===== src/rtl/dd_pkg.sv =====
package dd_pkg;
    parameter int unsigned ADDR_W     = 24;
    parameter int unsigned COUNT_W    = 16;
    parameter int unsigned CMD_W      = 8;
    parameter int unsigned DATA_W     = 16;
    parameter int unsigned NUM_Q      = 2;
    parameter int unsigned QDEPTH     = 8;
    parameter int unsigned CTL_EN_BIT  = 0;
    parameter int unsigned CTL_W16_BIT = 2;
    parameter int unsigned CMD_D16_BIT = 6;
    parameter int unsigned LEG_ALIGN_BITS = 5;
    parameter int unsigned LEG_BANK_LSB   = 18;

    localparam int unsigned LO_SHIFT = 4;
    localparam int unsigned HI_NIB_LSB = LO_SHIFT + DATA_W;
    localparam int unsigned Q_IDX_W = (NUM_Q > 1) ? $clog2(NUM_Q) : 1;

    typedef struct packed {
        logic [ADDR_W-1:0]  addr;
        logic [COUNT_W-1:0] count;
        logic [CMD_W-1:0]   cmd;
    } desc_t;

    localparam int unsigned DESC_W = $bits(desc_t);

    typedef enum logic [1:0] {
        SEL_ADDR_LO = 2'd0,
        SEL_ADDR_HI = 2'd1,
        SEL_CTRL    = 2'd2
    } wsel_e;

    typedef enum logic [2:0] {
        ST_IDLE  = 3'd0,
        ST_PICK  = 3'd1,
        ST_WLO   = 3'd2,
        ST_WHI   = 3'd3,
        ST_WCTL  = 3'd4,
        ST_WAIT  = 3'd5,
        ST_ACK   = 3'd6,
        ST_FLUSH = 3'd7
    } state_e;

    typedef struct packed {
        state_e             state;
        logic [ADDR_W-1:0]  waddr;
        logic [COUNT_W-1:0] count;
        logic [CMD_W-1:0]   ctrl;
        logic               hi_en;
        logic               err;
    } ctl_t;
endpackage


===== src/rtl/dd_fifo.sv =====
module dd_fifo #(
    parameter int unsigned WIDTH = 8,
    parameter int unsigned DEPTH = 8
) (
    input  logic             clk,
    input  logic             rst_n,
    input  logic             clr,
    input  logic             push,
    input  logic [WIDTH-1:0] din,
    output logic             full,
    input  logic             pop,
    output logic [WIDTH-1:0] dout,
    output logic             empty
);
    // DEPTH must be a power of two so the pointers wrap naturally.
    localparam int unsigned PTR_W = (DEPTH > 1) ? $clog2(DEPTH) : 1;

    typedef struct packed {
        logic [PTR_W-1:0] wr;
        logic [PTR_W-1:0] rd;
        logic [PTR_W:0]   fill;
    } ptr_t;

    ptr_t p_d, p_q;
    logic [WIDTH-1:0] mem_q [DEPTH];
    logic do_push, do_pop;

    always_comb begin
        do_push = push && (p_q.fill != (PTR_W+1)'(DEPTH));
        do_pop  = pop && (p_q.fill != '0);
        p_d     = p_q;
        if (clr) begin
            p_d = '0;
        end else begin
            if (do_push) p_d.wr = p_q.wr + PTR_W'(1);
            if (do_pop)  p_d.rd = p_q.rd + PTR_W'(1);
            case ({do_push, do_pop})
                2'b10:   p_d.fill = p_q.fill + (PTR_W+1)'(1);
                2'b01:   p_d.fill = p_q.fill - (PTR_W+1)'(1);
                default: p_d.fill = p_q.fill;
            endcase
        end
    end

    always_ff @(posedge clk) begin
        if (!rst_n) p_q <= '0;
        else        p_q <= p_d;
    end

    always_ff @(posedge clk) begin
        if (do_push && !clr) mem_q[p_q.wr] <= din;
    end

    assign full  = (p_q.fill == (PTR_W+1)'(DEPTH));
    assign empty = (p_q.fill == '0);
    assign dout  = mem_q[p_q.rd];
endmodule


===== src/rtl/dd_xlate.sv =====
module dd_xlate
    import dd_pkg::*;
(
    input  desc_t               desc,
    input  logic                chan16,
    input  logic                enhanced,
    output logic [ADDR_W-1:0]   waddr,
    output logic [COUNT_W-1:0]  count,
    output logic [CMD_W-1:0]    ctrl,
    output logic                reject
);
    logic               round_even;
    logic [COUNT_W-1:0] cnt_inc;

    // Address conversion per channel width and addressing mode.
    always_comb begin
        reject = 1'b0;
        waddr  = desc.addr;
        if (chan16 && enhanced) begin
            waddr = desc.addr >> 1;
        end else if (chan16) begin
            reject = |desc.addr[LEG_ALIGN_BITS-1:0];
            waddr  = '0;
            waddr[LEG_BANK_LSB +: 2]   = desc.addr[LEG_BANK_LSB +: 2];
            waddr[LEG_BANK_LSB-2:0]    = desc.addr[LEG_BANK_LSB-1:1];
        end
    end

    // Count rounding for 16-bit data or 16-bit channels.
    always_comb begin
        round_even = chan16 || desc.cmd[CMD_D16_BIT];
        cnt_inc    = desc.count + COUNT_W'(1);
        count      = round_even ? {cnt_inc[COUNT_W-1:1], 1'b0} : desc.count;
    end

    // Control byte: enable always, channel width for 16-bit channels.
    always_comb begin
        ctrl              = desc.cmd;
        ctrl[CTL_EN_BIT]  = 1'b1;
        if (chan16) ctrl[CTL_W16_BIT] = 1'b1;
    end
endmodule


===== src/rtl/dd_dispatch.sv =====
module dd_dispatch
    import dd_pkg::*;
(
    input  logic                clk,
    input  logic                rst_n,
    input  logic                cfg_chan16,
    input  logic                cfg_enhanced,
    input  logic                hi_valid,
    output logic                hi_ready,
    input  logic [ADDR_W-1:0]   hi_addr,
    input  logic [COUNT_W-1:0]  hi_count,
    input  logic [CMD_W-1:0]    hi_cmd,
    input  logic                lo_valid,
    output logic                lo_ready,
    input  logic [ADDR_W-1:0]   lo_addr,
    input  logic [COUNT_W-1:0]  lo_count,
    input  logic [CMD_W-1:0]    lo_cmd,
    input  logic                flush,
    output logic                wr_valid,
    input  logic                wr_ready,
    output logic [1:0]          wr_sel,
    output logic [DATA_W-1:0]   wr_data,
    input  logic                done,
    output logic [COUNT_W-1:0]  xfer_count,
    output logic                busy,
    output logic                err_unaligned
);
    // Queue 0 is the high-priority stream port, queue 1 the synthesis port.
    logic [DESC_W-1:0] q_din  [NUM_Q];
    logic [DESC_W-1:0] q_head [NUM_Q];
    logic [NUM_Q-1:0]  q_push, q_pop, q_full, q_empty, q_valid;
    logic [Q_IDX_W-1:0] pick_idx;

    desc_t              x_in;
    logic [ADDR_W-1:0]  x_waddr;
    logic [COUNT_W-1:0] x_count;
    logic [CMD_W-1:0]   x_ctrl;
    logic               x_reject;

    ctl_t st_d, st_q;

    assign q_din[0]   = {hi_addr, hi_count, hi_cmd};
    assign q_din[1]   = {lo_addr, lo_count, lo_cmd};
    assign q_valid[0] = hi_valid;
    assign q_valid[1] = lo_valid;

    for (genvar q = 0; q < NUM_Q; q++) begin : g_queue
        assign q_push[q] = q_valid[q] && !q_full[q] && !flush;
        dd_fifo #(
            .WIDTH (DESC_W),
            .DEPTH (QDEPTH)
        ) u_fifo (
            .clk   (clk),
            .rst_n (rst_n),
            .clr   (flush),
            .push  (q_push[q]),
            .din   (q_din[q]),
            .full  (q_full[q]),
            .pop   (q_pop[q]),
            .dout  (q_head[q]),
            .empty (q_empty[q])
        );
    end

    assign hi_ready = !q_full[0] && !flush;
    assign lo_ready = !q_full[1] && !flush;

    // Strict priority: lowest-numbered non-empty queue wins.
    always_comb begin
        pick_idx = '0;
        for (int i = NUM_Q - 1; i >= 0; i--) begin
            if (!q_empty[i]) pick_idx = Q_IDX_W'(i);
        end
    end

    assign x_in = desc_t'(q_head[pick_idx]);

    dd_xlate u_xlate (
        .desc     (x_in),
        .chan16   (cfg_chan16),
        .enhanced (cfg_enhanced),
        .waddr    (x_waddr),
        .count    (x_count),
        .ctrl     (x_ctrl),
        .reject   (x_reject)
    );

    always_comb begin
        st_d     = st_q;
        st_d.err = 1'b0;
        q_pop    = '0;
        wr_valid = 1'b0;
        wr_sel   = SEL_CTRL;
        wr_data  = '0;
        case (st_q.state)
            ST_IDLE: begin
                if (q_empty != '1) st_d.state = ST_PICK;
            end
            ST_PICK: begin
                if (q_empty == '1) begin
                    st_d.state = ST_IDLE;
                end else begin
                    q_pop[pick_idx] = 1'b1;
                    if (x_reject) begin
                        st_d.err = 1'b1;
                    end else begin
                        st_d.waddr = x_waddr;
                        st_d.count = x_count;
                        st_d.ctrl  = x_ctrl;
                        st_d.hi_en = cfg_enhanced;
                        st_d.state = ST_WLO;
                    end
                end
            end
            ST_WLO: begin
                wr_valid = 1'b1;
                wr_sel   = SEL_ADDR_LO;
                wr_data  = st_q.waddr[LO_SHIFT +: DATA_W];
                if (wr_ready) st_d.state = st_q.hi_en ? ST_WHI : ST_WCTL;
            end
            ST_WHI: begin
                wr_valid = 1'b1;
                wr_sel   = SEL_ADDR_HI;
                wr_data  = DATA_W'({st_q.waddr[HI_NIB_LSB +: 4], st_q.waddr[3:0]});
                if (wr_ready) st_d.state = ST_WCTL;
            end
            ST_WCTL: begin
                wr_valid = 1'b1;
                wr_sel   = SEL_CTRL;
                wr_data  = DATA_W'(st_q.ctrl);
                if (wr_ready) st_d.state = ST_WAIT;
            end
            ST_WAIT: begin
                if (done) st_d.state = ST_ACK;
            end
            ST_ACK: begin
                wr_valid = 1'b1;
                wr_sel   = SEL_CTRL;
                if (wr_ready) st_d.state = ST_PICK;
            end
            ST_FLUSH: begin
                wr_valid = 1'b1;
                wr_sel   = SEL_CTRL;
                if (wr_ready) st_d.state = ST_IDLE;
            end
            default: st_d.state = ST_IDLE;
        endcase
        if (flush) begin
            st_d.state = ST_FLUSH;
            q_pop      = '0;
        end
    end

    always_ff @(posedge clk) begin
        if (!rst_n) st_q <= '0;
        else        st_q <= st_d;
    end

    assign busy          = (st_q.state != ST_IDLE);
    assign xfer_count    = st_q.count;
    assign err_unaligned = st_q.err;
endmodule


===== config.mk =====
export PLATFORM = sky130hd
export DESIGN_NAME = dd_dispatch
export DESIGN_NICKNAME = d
export VERILOG_FILES = /design/src/rtl/dd_pkg.sv /design/src/rtl/dd_fifo.sv /design/src/rtl/dd_xlate.sv /design/src/rtl/dd_dispatch.sv
export SDC_FILE = /design/constraint.sdc
export NUM_CORES = 1
export LEC_CHECK = 0
export BUFFER_PORTS_ARGS = -buffer_cell sky130_fd_sc_hd__buf_2
export CAP_MARGIN = 15
export CORE_MARGIN = 1.5
export CORE_UTILIZATION = 50
export DETAILED_ROUTE_END_ITERATION = 6
export HOLD_SLACK_MARGIN = 0.08
export PLACE_DENSITY = 0.7
export SYNTH_ARGS = -nofsm -noshare
export SYNTH_HDL_FRONTEND = slang
export SYNTH_SLANG_ARGS = --single-unit

===== constraint.sdc =====
create_clock -name clk -period 14.7 [get_ports clk]
set_input_delay 1.47 -clock clk [delete_from_list [all_inputs] [get_ports clk]]
set_output_delay 1.47 -clock clk [all_outputs]
set_load 0.05 [all_outputs]

## Word level (Yosys, flattened, before mapping)

Memories as Yosys holds them, arrays and structs flattened. A register that Yosys moved wholly into a read port is not among the register bits.
Cells that the tools add are included.

| cells by class | value |
|---|---|
| $add $sub $neg | 9 |
| multiply operators | 0 |
| div/mod/pow operators | 0 |
| magnitude comparators | 3 |
| eq/ne operators | 25 |
| shifts and indexed selects | 0 |
| multiplexer cells | 42 |
| bitwise operators | 5 |
| reduce and logical (&&, ||, !) cells | 32 |

Operators with widths:

| kind | count |
|---|---|
| $mux W48 | 3 |
| $mux W52 | 1 |
| $mux W24 | 2 |
| $pmux W16 S3 | 1 |
| $mux W3 | 14 |
| $pmux W3 S8 | 1 |
| $ne A3 B3 Y1 const B | 7 |
| $add A16 B1 Y16 const B | 1 |
| $mux W16 | 1 |
| $pmux W4 S2 | 2 |
| $logic_and A1 B1 Y1 | 14 |
| $add A3 B1 Y3 const B | 4 |
| $eq A3 B3 Y1 const B | 4 |
| $mux W1 | 12 |
| $ne A4 B4 Y1 const B | 3 |
| $reduce_or A5 Y1 | 2 |
| $add A4 B1 Y4 const B | 2 |
| $eq A4 B4 Y1 const B | 2 |
| $logic_not A4 Y1 | 2 |
| $reduce_and A8 Y1 | 1 |
| $reduce_bool A4 Y1 | 2 |
| $sub A4 B1 Y4 const B | 2 |
| $eq A2 B2 Y1 const B | 3 |
| $eq A3 B2 Y1 const B | 2 |
| other kinds (19) | 28 |

| word-level totals | value |
|---|---|
| register bits | 73 |
| bits in latches | 0 |
| memory bits (writable) | 768 |
| memory bits (read-only) | 0 |
| bits of input ports | 105 |
| output and inout bits | 39 |
| logic and storage cells | 130 |
| memories kept | 2 |

Memories:

| name | words | bits a word | read ports | clocked after memory_dff | write ports | RTL line | text |
|---|---|---|---|---|---|---|---|
| g_queue[0].u_fifo.mem_q | 8 | 48 | 1 | 1 | 1 | dd_fifo.sv:25 | `logic [WIDTH-1:0] mem_q [DEPTH];` |
| g_queue[1].u_fifo.mem_q | 8 | 48 | 1 | 1 | 1 | dd_fifo.sv:25 |  |

## Longest topological paths before layout

Gate-level depths: netlist (run 1).

| depth | value |
|---|---|
| word-level depth | 14 |
| depth in mapped cells | 13 |
| depth with buffers taken out | 11 |

## Hierarchy

From an unflattened synthesis (run 1), not the netlist that was laid out.

| second synthesis, totals | value |
|---|---|
| cell total of the unflattened synthesis | 1726 |
| area total of the unflattened synthesis | 34236.6 um^2 |

Modules (own cells, without submodules):

| module | times used | cells each | area each (um^2) | sequential area each (um^2) |
|---|---|---|---|---|
| dd_fifo | 2 | 634 | 15265.9 | 11791.3 |
| dd_dispatch | 1 | 363 | 3010.4 | 1061.0 |
| dd_xlate | 1 | 95 | 694.4 | 0.0 |

## Worst setup path before layout (run 1)

Ideal clock, no wire load.

| path | value |
|---|---|
| kind | input -> register |
| from | in flush |
| to | mem g_queue[1].u_fifo.mem_q[0][10] (netlist name) (enable) |
| setup time | 0.510 ns |
| arrival | 6.089 ns |
| data required time | 14.190 ns |
| slack | 8.102 ns |
| stages | 5 |
| path buffers | 1 |
| path through | clkbuf_1 > a21oi_1 > and2_1 > nand2b_1 > nor3_1 |

| between the ends | value |
|---|---|
| cells in the longest elaborated chain, start to end | 6 |

RTL lines:

| item | RTL line | text |
|---|---|---|
| from (decl) | dd_dispatch.sv:18 | `input logic flush,` |
| $logic_not A1 Y1 * | dd_fifo.sv:51, dd_dispatch.sv:48 |  |
| $logic_and A1 B1 Y1 | dd_dispatch.sv:48 | `assign q_push[q] = q_valid[q] && !q_full[q] && !flush;` |
| $logic_and A1 B1 Y1 | dd_fifo.sv:29 | `do_push = push && (p_q.fill != (PTR_W+1)'(DEPTH));` |
| $logic_and A1 B1 Y1 * | dd_fifo.sv:51 | `if (do_push && !clr) mem_q[p_q.wr] <= din;` |
| $mux W1 * | dd_fifo.sv:51 |  |
| $mux W1 (implied by the code) * | dd_fifo.sv:51 |  |
| to (decl) | dd_fifo.sv:25 |  |

Mark *: on every way between the ends. The rest lies on a longest branch, timed or not.

## Final worst setup path (run 1)

| path | value |
|---|---|
| from | reg st_q[50] (netlist name) |
| to | out wr_data[0] |

| between the ends | value |
|---|---|
| cells in the longest elaborated chain, start to end | 2 |
| elaborated cells between the ends (all ways) | 4 |
| those cells by class | eq/ne: 3; mux: 1 |

RTL lines:

| item | RTL line | text |
|---|---|---|
| from (decl) | dd_dispatch.sv:40 | `ctl_t st_d, st_q;` |
| from (signal assigned) | dd_dispatch.sv:156 | `else st_q <= st_d;` |
| $eq A3 B3 Y1 or $eq A3 B2 Y1 (tied branches) | dd_dispatch.sv:95 | `case (st_q.state)` |
| $pmux W16 S3 * | dd_dispatch.sv:95 |  |
| to (decl) | dd_dispatch.sv:22 | `output logic [DATA_W-1:0] wr_data,` |

Marked as above.

==> results of run 1 <==
power by group through the flow:
stage | clock network [W] | registers (W) | logic [W]
floorplan | 0 | 0.00265 | 0.000111
global placement | 0 | 0.00266 | 0.000175
detailed placement | 0 | 0.00266 | 0.000182
CTS | 0.00200 | 0.00261 | 0.000183
global route | 0.00208 | 0.00261 | 0.000199
finish | 0.00196 | 0.00261 | 0.000184
kinds of logic (layout without fill, tap and decap cells):
| family | Yosys count | after routing |
|---|---|---|
| flops | 831 | 831 |
| mux | 306 | 306 |
| simple gates | 248 | 248 |
| compound gates | 161 | 161 |
| buf+inv | 122 | 319 |
| xor+xnor | 20 | 20 |
| fa+ha+maj | 13 | 13 |
| other cells | 0 | 4 |
routing by layer:
layer	wire [um]	share of wire, %	global-route usage, %	vias up
met1	29100	42	29.4	8474
met5	159	0.23	0	-
met3	5550	8.0	4.90	122
li1	-	-	-	7155
met2	32900	47	32.7	578
met4	1700	2.4	6.67	26
placed cells by master, fill, tap and decap left out, types with 11 or more instances in the layout:
master     synthesis  layout
edfxtp_1         752     752
mux4_2           180     180
buf_2             29     141
mux2i_1          102     102
nor2_1            97      85
clkbuf_16          0      81
dfxtp_1           79      73
nand2_1           53      53
a21oi_1           49      49
a211oi_1          41      41
buf_4             33      25
o21ai_0           22      22
nor2b_1           21      21
mux2_2            18      18
clkbuf_1          30      16
inv_1             15      15
clkinv_1           0      14
nand2b_1          14      13
nor3_1            16      12
and2_1            12      12
nor2_4             0      12
ha_1              11      11
clkbuf_8           0      11
final cells by class:
| type | instances | area (um2) | share of cell area (%) |
|---|---|---|---|
| Tap cell | 855 | 1070 | 2.90 |
| Antenna cell | 4 | 10.0 | 0.0271 |
| Clock buffer | 108 | 2240 | 6.07 |
| Inverter | 16 | 60.1 | 0.163 |
| Timing Repair Buffer | 166 | 893 | 2.42 |
| Multi-Input combinational cell | 748 | 8180 | 22.2 |
| Sequential cell | 831 | 24200 | 65.6 |
| Clock inverter | 29 | 258 | 0.699 |
worst min-delay path, stage by stage, from the launching register on:
cell and delay, ns:
dfxtp_1 0.31, nand2b_1 0.06, a21oi_1 0.05
how the worst min path moves through the flow:
stage / start / end / slack (ns)
floorplan: st_q[2] / st_q[2] / 0.44
global placement: st_q[2] / st_q[2] / 0.45
detailed placement: xfer_count[0] / xfer_count[0] / 0.46
CTS: xfer_count[0] / xfer_count[0] / 0.47
global route: xfer_count[0] / xfer_count[0] / 0.50
finish: xfer_count[0] / xfer_count[0] / 0.47
registers in the layout, summed over array words and instances (netlist names), named ones only:
register              cells
g_queue.u_fifo.mem_q    752
g_queue.u_fifo.p_q       20
err_unaligned             1
st_q                     36
xfer_count               16
cells in the mapped netlist, types with 3 or more instances:
library cell,count
edfxtp_1,752
mux4_2,180
mux2i_1,102
nor2_1,97
dfxtp_1,79
nand2_1,53
a21oi_1,49
a211oi_1,41
buf_4,33
clkbuf_1,30
buf_2,29
o21ai_0,22
nor2b_1,21
mux2_2,18
nor3_1,16
inv_1,15
nand2b_1,14
and2_1,12
ha_1,11
nand3_1,10
xnor2_1,10
xor2_1,10
buf_6,8
a311oi_1,5
a31oi_1,5
nor4_1,5
o22ai_1,5
buf_1,4
o211a_1,4
o31a_1,4
or3_1,4
and3_1,3
mux2i_4,3
o21ai_1,3
o221ai_1,3
stage by stage:
step / setup slack (ns) / power [W] / hold slack, ns / cells / util [%]
floorplan: 8.10 / 0.00277 / 0.440 / 1701 / -
global placement: 10.78 / 0.00283 / 0.450 / 2616 / 53.1
detailed placement: 10.75 / 0.00284 / 0.462 / 2616 / 53.1
CTS: 10.44 / 0.00479 / 0.473 / 2753 / 56.9
global route: 10.25 / 0.00489 / 0.503 / 2754 / 56.9
finish: 10.42 / 0.00475 / 0.473 / 2757 / 56.9
==> impl_metrics.toml, run 1 <==
[critical_path]
arrival_ns = 2.81
setup.worst_path.start = "st_q[50]"
crit_chain = "inv_1, nand2_1, nor2_1, nand2_1, o21ai_0, buf_2"
setup.worst_path.end_class = "output port"
critPathMaxFanout = 16
critPathBufInv = 2
cp-start-kind = "register"
path_common_cell = "nand2_1"
required_ns = 13.23
cpMaxStageDelayCell = "dfxtp_1"
r2r_end = "st_q[47]"
regToRegSetupSlack_ns = 10.79
worstSetupEndpoint = "wr_data[0]"
r2r_cells = 8
cp.depth = 6
crit_family = "simple AND/OR/NAND/NOR gates"
cpPeakStageDelay_ns = 0.57
path_class = "reg2out"

[yosys]
muxShareOfSynthArea_pct = 16.4
ys_types = 68
synth_flop_cell = "edfxtp_1"
synth_seq_cells = 831
synth_top_area_share_pct = 68.6
syn_nets = 1819
synthTopCellsByArea = "edfxtp_1 (69%), mux4_2 (12%), dfxtp_1 (4.8%)"
syn_area_um2 = 32900
yosysWarningCount = 0
synthSimpleGateAreaFrac_pct = 3.60
synth_cells = 1701
synth_xor_area_share_pct = 0.532
synth_top_area_cell = "edfxtp_1"
synth_compound_area_share_pct = 3.35
synth_seq_area_share_pct = 73.4
synth_edf_count = 752
synth_top_family_by_area = "multiplexers"
ys_async_sr_fraction_pct = 0
syn_avg_cell_area_um2 = 19.4
synth_fa_ha_area_share_pct = 0.540

[clock_network]
root_buffer = "clkbuf_16"
htreeDepth = 3
cts_tree = "built"
insertion_delay_ns = 0.61
cts_made_buffers = 78
clockBufferDepth = 3
cts_sinks = 831
post_cts_buffers = 0
cts_hold_buf = 0
cts_resized = 0
clk_pin_slew_ns = 0.07

[sta]
min_period_over_period_pct = 29.1
rsz0062_at_grt = "no"
slew_violations = 0
slew_headroom_pct = 30.1
tightest_slew_ns = 1.05
hold_viol = 0
clock_skew_ns = 0.0109
setup_viol = 0
fin_crit_ns = 4.28
max_freq_ghz = 0.234
setup-tns-final_ns = 0

[detailed_routing]
routedWlPerCell_um = 25.2
wl_um = 69500
drt_iter0_drc = 1342
viasPerCell = 5.93
dr.pass1.iters = 7
vias = 16355
ant_nets = 0
drc = 1

[floorplan]
die_w_um = 260
fp-row-count = 93
initial_core_util_pct = 50.8
dieArea_um2 = 67400
io_pins = 144
dieHeight_um = 260
core-area_um2 = 64800

[place]
gp_congestion = 0.827
dpl_cell_area_um2 = 34400
port_buffers = 141
hpwl_um = 40500

[grt]
grt_max_degree = 89
grt_use_total_pct = 20.9
grt_first_pass_wirelength_um = 104000
overflow = 0
grt_pass1_vias = 16584
antenna_found_initial = 16

[power_and_ir_drop]
p_leak_nw = 11.6
clockPowerShare_pct = 41.3
power.share.combinational_pct = 3.9
p_sw_share_pct = 20.1
power_density_nw_per_um2 = 129
seqPwrFrac_pct = 54.9
p_sw_w = 0.000955
internal_power_w = 0.00380
ir_drop_v = 0.0000713

[layout]
n_fill_cell = 4659
nets = 1959
syn_to_final_growth_pct = 12.1
final_area_um2 = 36900
drive_above_1_share_pct = 26.8

[flow_run]
cap_violations = 0

[outcome]
violations = "DRC"
outcome = "finished, violations left"

[min_path]
hp-class = "reg2reg"
hold_depth = 2
Power figures use the tool's default switching activity.
==> run 2, diff against run 1 <==
Settings changed: PLACE_DENSITY 0.7 to 0.72.
Clock period 14.7 ns to 3.8 ns, I/O delays scaled along.
==> impl_metrics.toml, run 2 (synthesis results as in run 1) <==
[outcome]
outcome = "complete, no violations"

[floorplan]
die_w_um = 260
fp-row-count = 93
io_pins = 144
core-area_um2 = 64800
dieHeight_um = 260
dieArea_um2 = 67400
initial_core_util_pct = 50.8

[place]
hpwl_um = 42500
dp.cells = 2632
port_buffers = 141
dpl_cell_area_um2 = 34700
gp_congestion = 0.870

[sta]
setup_viol = 0
setup-tns-final_ns = 0
slew_headroom_pct = 42.6
hold_viol = 0
rsz0062_at_grt = "no"
min_period_over_period_pct = 85.0
tightest_slew_ns = 0.861
fin_crit_ns = 3.23
hold_ws_ns = 0.209
slew_violations = 0
max_freq_ghz = 0.309
clock_skew_ns = 0.0255

[layout]
final_cell_mix = "edfxtp_1 (752), mux4_2 (180), buf_2 (141)"
postLayoutCoreUtil_pct = 59.0
nets = 2073
drive_above_1_share_pct = 26.3
top_register = "g_queue.u_fifo.mem_q"
final_area_um2 = 38200
final_cells = 2873
reg_top3 = "g_queue.u_fifo.mem_q (752), st_q (36), g_queue.u_fifo.p_q (20)"
syn_to_final_growth_pct = 16.1
diodes = 0
final_common_cell = "edfxtp_1"
largest_register_ffs = 752

[clock_network]
cts_sinks = 831
htreeDepth = 3
root_buffer = "clkbuf_16"
clockBufferDepth = 3
insertion_delay_ns = 0.62
clk_pin_slew_ns = 0.06
cts_made_buffers = 81
cts_tree = "built"

[detailed_routing]
dr.pass1.iters = 5
ant_nets = 0
drc = 0
viasPerCell = 5.87
routedWlPerCell_um = 24.5
drt_iter0_drc = 1679
wl_um = 70300
vias = 16875

[critical_path]
arrival_ns = 3.73
cpPeakStageDelay_ns = 0.54
critPathMaxFanout = 21
setup.worst_path.end_class = "register"
path_common_cell = "mux2i_1"
crit_chain = "mux4_2, mux2i_1, mux2i_1, nor3_1, a22o_4, buf_4, inv_2, o31a_1"
cpMaxStageDelayCell = "dfxtp_4"
cp-start-kind = "register"
path_class = "reg2reg"
required_ns = 4.30

[power_and_ir_drop]
power_density_nw_per_um2 = 491
p_leak_nw = 12.1
ir_drop_v = 0.000301

[grt]
grt_pass1_vias = 16987
overflow = 0
grt_max_degree = 48
grt_use_total_pct = 21.2
grt_first_pass_wirelength_um = 106000
antenna_found_initial = 7

[min_path]
hp-class = "in2reg"

[flow_run]
cap_violations = 0
[run 2: cell types whose count changed in the layout (fill, tap and decap cells not counted), sizes merged]
cell         before  now
bufinv            5    7
clkbuf          108  111
diode             4    0
inv              16   18
buf             166  182
clkinv           22   24
dlygate4sd3       0   95
[run 2: worst max-delay path: cells and delay by family, from the launching register on]
family                 cells  cell delay, ns
and+or+nand+nor            1            0.43
DFF                        1            0.54
AOI/OAI and AO/OA          2            0.62
buffers and inverters      2            0.28
muxes                      3            1.24
[run 2: repair_timing]
item                                   in CTS  in global routing
buffers inserted                            0                  0
endpoints found under the hold margin     753                  0
hold buffers                               95                  0
gates resized for setup                     0                  0
[run 2: per-layer routing]
metal  GRT usage (%)  part of all wire, %
met1            30.2                   42
met5               0                0.078
met3            3.39                  7.0
met2            33.9                   48
met4            6.99                  2.5
[run 2: path summary, 6_finish.rpt]
| kind | startpoint | end | slack, ns | cells after the start |
|---|---|---|---|---|
| max | register | xfer_count[12] | 0.57 | 8 |
| min | flush | st_q[50] | 0.21 | 3 |
| max reg2reg | register | xfer_count[12] | 0.57 | 8 |
| min reg2reg | st_q[2] | st_q[2] | 0.47 | 2 |
[run 2: power breakdown]
group | switching [W] | total (W) | internal [W]
registers | 0.0000436 | 0.0101 | 0.0100
logic | 0.000520 | 0.000813 | 0.000293
clock network | 0.00327 | 0.00788 | 0.00462
total | 0.00383 | 0.0188 | 0.0149
[run 2: cell type report]
cell class,instances,area [um2]
Clock buffer,111,2240
Clock inverter,35,370
Fill cell,4547,26600
Inverter,16,60.1
Multi-Input combinational cell,748,8200
Sequential cell,831,24200
Tap cell,855,1070
Timing Repair Buffer,277,2090
[run 2: metrics by stage]
step / total power (W) / setup slack (ns)
2_1_floorplan: 0.0107 / -0.449
3_3_place_gp: 0.0110 / 0.576
3_5_place_dp: 0.0110 / 0.572
4_1_cts: 0.0189 / 0.547
5_1_grt: 0.0193 / 0.239
6_report: 0.0188 / 0.568
==> run 3, diff against run 2 <==
Settings changed: MAX_ROUTING_LAYER from default to met4.
==> impl_metrics.toml, run 3 (synthesis results as in run 1) <==
[outcome]
outcome = "complete, no violations"

[sta]
fin_crit_ns = 3.24
max_freq_ghz = 0.309
hold_ws_ns = 0.180
min_period_over_period_pct = 85.2
rsz0062_at_grt = "no"
slew_violations = 0
setup_viol = 0
hold_viol = 0
tightest_slew_ns = 0.855
clock_skew_ns = 0.0263
slew_headroom_pct = 43.0
setup-tns-final_ns = 0

[clock_network]
clockBufferDepth = 3
cts_resized = 0
cts_sinks = 831
root_buffer = "clkbuf_16"
clk_pin_slew_ns = 0.06
insertion_delay_ns = 0.63
cts_made_buffers = 81
cts_tree = "built"
post_cts_buffers = 0
htreeDepth = 3

[critical_path]
setup.worst_path.end_class = "register"
required_ns = 4.30
cpMaxStageDelayCell = "nor4_2"
critPathBufInv = 3
cp.depth = 9
critPathMaxFanout = 21
cpPeakStageDelay_ns = 0.53
cp-start-kind = "register"
crit_family = "simple AND/OR/NAND/NOR gates"
crit_chain = "nor4_2, nand2b_4, buf_4, mux2i_1, nor3_1, a22o_4, buf_4, inv_2, o31a_1"
arrival_ns = 3.74
path_class = "reg2reg"
r2r_cells = 9
path_common_cell = "buf_4"

[grt]
antenna_found_initial = 10
grt_max_degree = 48
overflow = 0
grt_use_total_pct = 21.9
grt_first_pass_wirelength_um = 106000
grt_pass1_vias = 16987

[detailed_routing]
routedWlPerCell_um = 24.5
ant_nets = 0
vias = 16883
wl_um = 70500
drc = 0
drt_iter0_drc = 1741
dr.pass1.iters = 5
viasPerCell = 5.86

[place]
hpwl_um = 42500
gp_congestion = 0.884
port_buffers = 141

[layout]
drive_above_1_share_pct = 26.3
top_register = "g_queue.u_fifo.mem_q"
regArea_um2 = 24200
final_common_cell = "edfxtp_1"
nets = 2073
final_cell_mix = "edfxtp_1 (752), mux4_2 (180), buf_2 (141)"
n_fill_cell = 4546
postLayoutCoreUtil_pct = 59.0
largest_register_ffs = 752
multiInputGateArea_um2 = 8200
reg_top3 = "g_queue.u_fifo.mem_q (752), st_q (36), g_queue.u_fifo.p_q (20)"
syn_to_final_growth_pct = 16.2

[min_path]
hp-class = "in2reg"
hold_depth = 3

[flow_run]
cap_violations = 0

[power_and_ir_drop]
p_leak_nw = 12.1
power_density_nw_per_um2 = 491
ir_drop_v = 0.000297
power_w = 0.0188

[floorplan]
dieArea_um2 = 67400
io_pins = 144
die_w_um = 260
initial_core_util_pct = 50.8
dieHeight_um = 260
core-area_um2 = 64800
fp-row-count = 93
## run 3: cell types whose count changed in the layout (fill, tap and decap cells not counted), sizes merged
cell / delta
diode: +8
## run 3: layout make-up
class	count	area share [%]
multi-input cells	748	21.5
diodes	8	0.0523
clock inverters	35	0.968
repair buffers	277	5.46
clock buffers	111	5.87
well taps	855	2.80
flip-flops and latches	831	63.2
inverters	16	0.157
## run 3: worst register-to-register path, stage by stage, from the launching register on
cell      delay, ns
dfxtp_1        0.37
nor4_2         0.53
nand2b_4       0.41
buf_4          0.30
mux2i_1        0.18
nor3_1         0.42
a22o_4         0.34
buf_4          0.24
inv_2          0.05
o31a_1         0.28
## run 3: final timing paths
path | slack (ns) | to | from
worst max register to register | 0.56 | xfer_count[12] | g_queue[1].u_fifo.p_q[0]
worst min register to register | 0.47 | st_q[2] | st_q[2]
worst max-delay path | 0.56 | xfer_count[12] | g_queue[1].u_fifo.p_q[0]
worst min-delay path | 0.18 | st_q[50] | flush
## run 3: through the flow
stage | instances | cell area, um2 | setup slack (ns)
floorplan | 1701 | 32900 | -0.449
global placement | 2632 | 34700 | 0.576
detailed placement | 2632 | 34700 | 0.572
CTS | 2873 | 38200 | 0.547
global route | 2880 | 38200 | 0.235
finish | 2881 | 38200 | 0.561
## run 3: where the power goes
group / switching, W / internal, W / total [W]
clock network: 0.00327 / 0.00462 / 0.00789
registers: 0.0000439 / 0.0100 / 0.0101
logic: 0.000522 / 0.000293 / 0.000816
## run 3: repair_timing
item,in CTS,in global routing
endpoints found under the setup margin,0,0
hold buffers,95,0
endpoints found under the hold margin,753,0
## run 3: metal layers
layer / vias to the layer above / part of all wire [%] / track usage [%]
li1: 7396 / - / -
met1: 8761 / 42 / 30.2
met2: 606 / 48 / 33.8
met3: 120 / 6.6 / 3.26
met4: 0 / 2.6 / 7.07
met5: - / 0 / -
